$ cat src/rtl/pcm_rx_pkg.sv
// Shared definitions for the PCM receive deserializer.
// Assumes: pin index constants match the bit order of the synchronized
// pin vector built in the top module.
package pcm_rx_pkg;
    localparam int PIN_CNT  = 5;
    localparam int IX_MCLK  = 0;
    localparam int IX_DCLK  = 1;
    localparam int IX_FS    = 2;
    localparam int IX_DATA  = 3;
    localparam int IX_PWR   = 4;

    // Conditions that force the signaling output low.
    typedef struct packed {
        logic standby;
        logic clk_lost;
        logic pdn;
    } quiet_t;
endpackage

$ cat src/rtl/pcm_rx_sync.sv
// Two-stage level synchronizer, one per input bit.
// Assumes: inputs are asynchronous single-bit levels; each bit is treated
// independently (no bus coherency is implied).
module pcm_rx_sync #(
    parameter int W = 5
) (
    input  logic         clk,
    input  logic         rst_n,
    input  logic [W-1:0] async_i,
    output logic [W-1:0] lvl_o
);
    generate
        for (genvar g = 0; g < W; g++) begin : g_bit
            logic [1:0] stg_q;
            // Move one pin through two flops into the clk domain.
            always_ff @(posedge clk) begin
                if (!rst_n) stg_q <= '0;
                else        stg_q <= {stg_q[0], async_i[g]};
            end
            assign lvl_o[g] = stg_q[1];
        end
    endgenerate
endmodule

$ cat src/rtl/pcm_rx_idle_timer.sv
// Counts consecutive cycles without activity and flags when LIMIT is reached.
// Assumes: activity_i is a synchronized level or pulse; the flag clears on
// the cycle after activity returns.
module pcm_rx_idle_timer #(
    parameter int LIMIT = 1000
) (
    input  logic clk,
    input  logic rst_n,
    input  logic activity_i,
    output logic expired_o
);
    localparam int CW = $clog2(LIMIT + 1);
    logic [CW-1:0] cnt_q;

    // Saturating idle counter with a registered expiry flag.
    always_ff @(posedge clk) begin
        if (!rst_n) begin
            cnt_q     <= '0;
            expired_o <= 1'b0;
        end else if (activity_i) begin
            cnt_q     <= '0;
            expired_o <= 1'b0;
        end else begin
            if (cnt_q != CW'(LIMIT)) cnt_q <= cnt_q + 1'b1;
            if (cnt_q >= CW'(LIMIT - 1)) expired_o <= 1'b1;
        end
    end
endmodule

$ cat src/rtl/pcm_rx_shift.sv
// Serial-to-parallel word capture for one timeslot.
// Assumes: fs_rise_i, bclk_fall_i are single-cycle pulses from synchronized
// levels; var_mode_i is static while a frame is in flight.
module pcm_rx_shift #(
    parameter int WORD_BITS = 8
) (
    input  logic                 clk,
    input  logic                 rst_n,
    input  logic                 enable_i,
    input  logic                 var_mode_i,
    input  logic                 fs_lvl_i,
    input  logic                 fs_rise_i,
    input  logic                 bclk_fall_i,
    input  logic                 data_i,
    output logic [WORD_BITS-1:0] word_o,
    output logic                 done_o,
    output logic                 sig_frame_o
);
    localparam int CNT_W = $clog2(WORD_BITS);
    localparam logic [CNT_W-1:0] LAST = CNT_W'(WORD_BITS - 1);

    logic                 armed_q;
    logic [CNT_W-1:0]     cnt_q;
    logic [WORD_BITS-2:0] shreg_q;
    logic                 sigf_q;
    logic [WORD_BITS-1:0] word_q;
    logic                 done_q;
    logic [WORD_BITS-1:0] next_word;
    logic                 abort;

    assign next_word = {shreg_q, data_i};
    assign abort     = armed_q && var_mode_i && !fs_lvl_i;

    // Arm on sync rise, shift on bit-clock falls, publish after the last bit.
    always_ff @(posedge clk) begin
        if (!rst_n) begin
            armed_q <= 1'b0;
            cnt_q   <= '0;
            shreg_q <= '0;
            sigf_q  <= 1'b0;
            word_q  <= '0;
            done_q  <= 1'b0;
        end else begin
            done_q <= 1'b0;
            if (!enable_i) begin
                armed_q <= 1'b0;
            end else if (fs_rise_i) begin
                armed_q <= 1'b1;
                cnt_q   <= '0;
                sigf_q  <= 1'b0;
            end else if (abort) begin
                armed_q <= 1'b0;
            end else if (armed_q && bclk_fall_i) begin
                shreg_q <= next_word[WORD_BITS-2:0];
                cnt_q   <= cnt_q + 1'b1;
                if (!var_mode_i && cnt_q == CNT_W'(1) && fs_lvl_i) sigf_q <= 1'b1;
                if (cnt_q == LAST) begin
                    armed_q <= 1'b0;
                    word_q  <= next_word;
                    done_q  <= 1'b1;
                end
            end
        end
    end

    assign word_o      = word_q;
    assign done_o      = done_q;
    assign sig_frame_o = sigf_q;


    vld_single_chk: assert property (@(posedge clk) disable iff (!rst_n)
        done_q |=> !done_q);


    var_abort_chk: assert property (@(posedge clk) disable iff (!rst_n)
        (armed_q && var_mode_i && !fs_lvl_i && !fs_rise_i) |=> !done_q);
endmodule

$ cat src/rtl/pcm_rx_sig_ctl.sv
// Signaling-bit register with power-up hold, standby, clock-loss and
// power-down forcing.
// Assumes: done_i, sig_frame_i and last_bit_i are valid together in the
// cycle the word completes; fs_rise_i is a single-cycle pulse.
module pcm_rx_sig_ctl #(
    parameter int PWRUP_FRAMES = 4,
    parameter int STANDBY_CYC  = 7500000,
    parameter int CLKLOSS_CYC  = 5000,
    parameter int PDN_CYC      = 2500
) (
    input  logic clk,
    input  logic rst_n,
    input  logic fs_lvl_i,
    input  logic fs_rise_i,
    input  logic mclk_edge_i,
    input  logic pwr_lvl_i,
    input  logic done_i,
    input  logic sig_frame_i,
    input  logic last_bit_i,
    output logic sig_o,
    output logic pdn_o
);
    import pcm_rx_pkg::*;

    localparam int FC_W = $clog2(PWRUP_FRAMES + 1);
    localparam logic [FC_W-1:0] FC_MAX = FC_W'(PWRUP_FRAMES);

    quiet_t          q;
    logic [FC_W-1:0] fc_q;
    logic            frame_ok_q;
    logic            sig_q;

    pcm_rx_idle_timer #(.LIMIT(STANDBY_CYC)) u_standby (
        .clk(clk), .rst_n(rst_n), .activity_i(fs_lvl_i), .expired_o(q.standby));
    pcm_rx_idle_timer #(.LIMIT(CLKLOSS_CYC)) u_clkloss (
        .clk(clk), .rst_n(rst_n), .activity_i(mclk_edge_i), .expired_o(q.clk_lost));
    pcm_rx_idle_timer #(.LIMIT(PDN_CYC)) u_pdn (
        .clk(clk), .rst_n(rst_n), .activity_i(pwr_lvl_i), .expired_o(q.pdn));

    // Count frame starts since wake-up and mark frames allowed to update.
    always_ff @(posedge clk) begin
        if (!rst_n || q.pdn) begin
            fc_q       <= '0;
            frame_ok_q <= 1'b0;
        end else if (fs_rise_i) begin
            frame_ok_q <= (fc_q == FC_MAX);
            if (fc_q != FC_MAX) fc_q <= fc_q + 1'b1;
        end else if (q.standby) begin
            fc_q       <= '0;
            frame_ok_q <= 1'b0;
        end
    end

    // Hold the signaling bit, clearing it under any quiet condition.
    always_ff @(posedge clk) begin
        if (!rst_n) sig_q <= 1'b0;
        else if (q.standby || q.clk_lost || q.pdn) sig_q <= 1'b0;
        else if (done_i && sig_frame_i && frame_ok_q) sig_q <= last_bit_i;
    end

    assign sig_o = sig_q;
    assign pdn_o = q.pdn;


    quiet_low_chk: assert property (@(posedge clk) disable iff (!rst_n)
        (q.standby || q.clk_lost || q.pdn) |=> !sig_q);


    hold_gate_chk: assert property (@(posedge clk) disable iff (!rst_n)
        $rose(sig_q) |-> $past(frame_ok_q));
endmodule

$ cat src/rtl/pcm_rx_deser.sv
// Top: synchronizes the highway pins, selects the bit clock by mode and
// joins word capture with signaling control.
// Assumes: clk is several times faster than any bit or master clock, and
// var_mode_i is a static strap.
module pcm_rx_deser #(
    parameter int WORD_BITS    = 8,
    parameter int PWRUP_FRAMES = 4,
    parameter int STANDBY_CYC  = 7500000,
    parameter int CLKLOSS_CYC  = 5000,
    parameter int PDN_CYC      = 2500
) (
    input  logic                 clk,
    input  logic                 rst_n,
    input  logic                 mclk_i,
    input  logic                 dclk_i,
    input  logic                 fsync_i,
    input  logic                 data_i,
    input  logic                 pwr_en_i,
    input  logic                 var_mode_i,
    output logic [WORD_BITS-1:0] word_o,
    output logic                 word_vld_o,
    output logic                 sig_o
);
    import pcm_rx_pkg::*;

    logic [PIN_CNT-1:0] pins_raw;
    logic [PIN_CNT-1:0] pins;
    logic [2:0]         prev_q;
    logic               mclk_fall, mclk_edge, dclk_fall, fs_rise, bclk_fall;
    logic               done, sig_frame, pdn;

    assign pins_raw[IX_MCLK] = mclk_i;
    assign pins_raw[IX_DCLK] = dclk_i;
    assign pins_raw[IX_FS]   = fsync_i;
    assign pins_raw[IX_DATA] = data_i;
    assign pins_raw[IX_PWR]  = pwr_en_i;

    pcm_rx_sync #(.W(PIN_CNT)) u_sync (
        .clk(clk), .rst_n(rst_n), .async_i(pins_raw), .lvl_o(pins));

    // Delay the clock and sync levels one cycle for edge detection.
    always_ff @(posedge clk) begin
        if (!rst_n) prev_q <= '0;
        else        prev_q <= {pins[IX_FS], pins[IX_DCLK], pins[IX_MCLK]};
    end

    assign mclk_fall = prev_q[0] && !pins[IX_MCLK];
    assign mclk_edge = prev_q[0] != pins[IX_MCLK];
    assign dclk_fall = prev_q[1] && !pins[IX_DCLK];
    assign fs_rise   = !prev_q[2] && pins[IX_FS];
    assign bclk_fall = var_mode_i ? dclk_fall : mclk_fall;

    pcm_rx_shift #(.WORD_BITS(WORD_BITS)) u_shift (
        .clk(clk), .rst_n(rst_n), .enable_i(!pdn), .var_mode_i(var_mode_i),
        .fs_lvl_i(pins[IX_FS]), .fs_rise_i(fs_rise), .bclk_fall_i(bclk_fall),
        .data_i(pins[IX_DATA]), .word_o(word_o), .done_o(done),
        .sig_frame_o(sig_frame));

    pcm_rx_sig_ctl #(
        .PWRUP_FRAMES(PWRUP_FRAMES), .STANDBY_CYC(STANDBY_CYC),
        .CLKLOSS_CYC(CLKLOSS_CYC), .PDN_CYC(PDN_CYC)
    ) u_sig (
        .clk(clk), .rst_n(rst_n), .fs_lvl_i(pins[IX_FS]), .fs_rise_i(fs_rise),
        .mclk_edge_i(mclk_edge), .pwr_lvl_i(pins[IX_PWR]), .done_i(done),
        .sig_frame_i(sig_frame), .last_bit_i(word_o[0]), .sig_o(sig_o),
        .pdn_o(pdn));

    assign word_vld_o = done;


    sig_after_word_chk: assert property (@(posedge clk) disable iff (!rst_n)
        $rose(sig_o) |-> $past(word_vld_o));


    sig_fixed_only_chk: assert property (@(posedge clk) disable iff (!rst_n)
        $rose(sig_o) |-> !var_mode_i);


    pdn_no_word_chk: assert property (@(posedge clk) disable iff (!rst_n)
        pdn |-> !word_vld_o);
endmodule

$ cat config.mk
export PLATFORM = sky130hd
export DESIGN_NAME = pcm_rx_deser
export DESIGN_NICKNAME = d
export VERILOG_FILES = /design/src/rtl/pcm_rx_pkg.sv /design/src/rtl/pcm_rx_sync.sv /design/src/rtl/pcm_rx_idle_timer.sv /design/src/rtl/pcm_rx_shift.sv /design/src/rtl/pcm_rx_sig_ctl.sv /design/src/rtl/pcm_rx_deser.sv
export SDC_FILE = /design/constraint.sdc
export NUM_CORES = 1
export LEC_CHECK = 0
export BUFFER_PORTS_ARGS = -buffer_cell sky130_fd_sc_hd__buf_2
export CAP_MARGIN = 20
export CORE_MARGIN = 1.5
export CORE_UTILIZATION = 55
export CTS_CLUSTER_SIZE = 30
export DETAILED_ROUTE_END_ITERATION = 10
export PLACE_DENSITY_LB_ADDON = 0.25
export SYNTH_ARGS = -nofsm -noshare
export SYNTH_HDL_FRONTEND = slang
export SYNTH_SLANG_ARGS = --single-unit
$ cat constraint.sdc
create_clock -name clk -period 2.7 [get_ports clk]
set_clock_uncertainty 0.2 [all_clocks]
set_input_delay 0.27 -clock clk [delete_from_list [all_inputs] [get_ports clk]]
set_output_delay 0.27 -clock clk [all_outputs]
set_load 0.03 [all_outputs]
==> flow_summary.yaml <==
setup_path:
  cp_slowest_cell: "or4_1"
  worstPathRequired_ns: 2.77
  path_cells: "and3_1 -> nand3_1 -> or4_1 -> a21oi_1"
  r2r_slack_ns: 0.65
  cpPeakStageDelay_ns: 0.50
  worstPathArrival_ns: 2.13
  worstPathMaxFanout: 12
  crit_path_end_kind: "flop"
  crit_type: "reg -> reg"
  crit_path_start_kind: "flop"
timing:
  setup_viol: 0
  fmax_mhz: 486.8
  setup_tns_ns: 0
  fin_crit_ns: 2.054
  grt_setup_unrepaired: "false"
  hold_viol: 0
  period_share: 0.7608
  relSlewSlack: 0.4613
  worst_pin_slew_ns: 0.8081
  slew_violations: 0
  layout_setup_ws_ns: 0.6458
  timing.hold.ws_ns: 0.05031
clock_tree:
  post-cts-setup-buffer-count: 0
  clock-sinks: 90
  clk_path_buf_depth: 2
  clock-root-buffer: "clkbuf_8"
  cts_hold_buf: 5
  cts_resized: 0
  cts_buffers: 9
  clock_latency_ns: 0.36
  clk_pin_slew_ns: 0.10
  cts_tree: "yes"
  h-tree-depth: 3
synthesis:
  yosys_warnings: 0
  synth.avg_cell_area_um2: 8.720
  synthDistinctLibCells: 53
  synthCells: 456
  ys_ff_latch: 90
  synth-edff-count: 0
  synth_top_area_frac: 0.4531
  synth_area_leaders: "dfxtp_1 (45%), a21oi_1 (4.3%), nand3_1 (4.3%)"
  synthFlopType: "dfxtp_1"
  synth.most_common_cell: "dfxtp_1"
  async_reset_ff_frac: 0
  synth_seq_area_share: 0.4531
  synth_common_cells: "dfxtp_1 (90), nor2_1 (39), nand2_1 (35)"
  synth_nets: 476
  synth_top_cell_by_area: "dfxtp_1"
  syn_area_um2: 3976
grt:
  grt_busiest_layer: "met2"
  grt.total_usage: 0.2077
  antenna_found_initial: 0
  met1_usage: 0.2521
  grt.met2_usage: 0.3602
  grt_pass1_vias: 3023
  grt_start_max_net_pins: 29
  grt_pass1_wl_mm: 12.83
  grtUsageMet3: 0.04618
  grt_overflow: 0
power_and_ir_drop:
  ir_worst_vdd_mv: 0.4206
  leakage_nw: 1.597
  power_mw: 2.385
  powerDensity_nw_per_um2: 548.0
place:
  post-place-ws_ns: 0.7050
  portBuffers: 17
  gp_congestion: 0.8149
  dp_hpwl_mm: 4.988
floorplan:
  ioPinCount: 18
  die_y_um: 88.03
  dieArea_um2: 7748
  rows: 30
  die_w_um: 88.03
  core_area_um2: 6907
  start_util: 0.5757
routing:
  num_vias: 3140
  post-route-drc-count: 0
  drt_iter0_markers: 112
  vias_per_cell: 5.490
  wire_per_inst_um: 12.81
  wirelength_mm: 7.330
  drt_first_pass_iters: 4
  ant_nets: 0
run_status:
  status: "finished clean"
final_layout:
  nets: 491
  final_util: 0.6301
  num_antenna_cells: 0
  syn_to_final_growth_pct: 9.440
  drive_above_1_share: 0.08613
job:
  drv_cap: 0
hold_path:
  hold_class: "in -> reg"
## layout by cell type (no fill, tap or decap), types with 12 or more instances in the layout
| master | count |
|---|---|
| a21oi_1 | 34 |
| and2_1 | 15 |
| and3_1 | 12 |
| buf_2 | 17 |
| dfxtp_1 | 90 |
| ha_1 | 12 |
| inv_1 | 17 |
| nand2_1 | 35 |
| nand3_1 | 34 |
| nor2_1 | 39 |
| o21ai_0 | 27 |
| xnor2_1 | 14 |
| xor2_1 | 12 |
## final timing paths
| kind | depth (start not counted) | startpoint | to |
|---|---|---|---|
| worst max register to register | 4 | u_sig.u_standby.cnt_q[2] | u_sig.u_standby.cnt_q[17] |
| worst min register to register | 1 | u_sig.u_clkloss.expired_o | u_sig.sig_o |
| worst max-delay path | 4 | u_sig.u_standby.cnt_q[2] | u_sig.u_standby.cnt_q[17] |
| worst min-delay path | 2 | rst_n | prev_q[2] |
## cells by family after synthesis
family / Yosys count / share of synthesized area
AND/OR/NAND/NOR: 208 / 0.2863
flip-flops: 90 / 0.4531
AO/OA/AOI/OAI: 79 / 0.1142
buffers and inverters: 36 / 0.03870
XOR/XNOR: 26 / 0.05727
adder cells (fa/ha/maj): 12 / 0.03776
multiplexers: 5 / 0.01259
## critical path: cells and delay by family, from the launching register on
kind             cells  cell delay, ns
AND/OR/NAND/NOR      3            1.21
flip-flops           1            0.42
AO/OA/AOI/OAI        1            0.14
## area by class of cell
cell class	instances	area (um2)
Clock buffer	9	123.9
Fill cell	620	2555
Timing Repair Buffer	23	142.6
Inverter	17	63.81
Tap cell	96	120.1
Sequential cell	90	1802
Multi-Input combinational cell	330	2021
Clock inverter	7	78.83
## registers in the layout (all words and copies together) (netlist names)
| signal | count |
|---|---|
| u_shift.armed_q | 1 |
| u_sig.u_clkloss.cnt_q | 13 |
| u_sig.u_pdn.expired_o | 1 |
| u_sig.frame_ok_q | 1 |
| u_sig.u_pdn.cnt_q | 12 |
| u_sig.fc_q | 3 |
| u_sig.sig_o | 1 |
| u_shift.done_o | 1 |
| prev_q | 3 |
| u_shift.cnt_q | 3 |
| u_sig.u_standby.expired_o | 1 |
| u_sync.g_bit.stg_q | 10 |
| u_shift.word_o | 8 |
| u_shift.shreg_q | 7 |
| u_sig.u_standby.cnt_q | 23 |
| u_shift.sig_frame_o | 1 |
| u_sig.u_clkloss.expired_o | 1 |
## metal layers
| layer | routed length, um | part of all wire |
|---|---|---|
| met2 | 3539 | 0.48 |
| met3 | 205 | 0.028 |
| met4 | 108 | 0.015 |
| met5 | 0 | 0 |
| met1 | 3477 | 0.47 |
## report_power, final
group          internal (mW)  switching [mW]
clock network          0.436           0.489
logic                 0.0388          0.0564
registers               1.35          0.0177
## metrics by stage
stage | area, um2 | instances
after floorplan | 3976 | 456
after global placement | 4099 | 551
after detailed placement | 4099 | 551
after CTS | 4352 | 572
after global routing | 4352 | 572
final | 4352 | 572
Note: power is estimated with default switching activity, not from simulation.
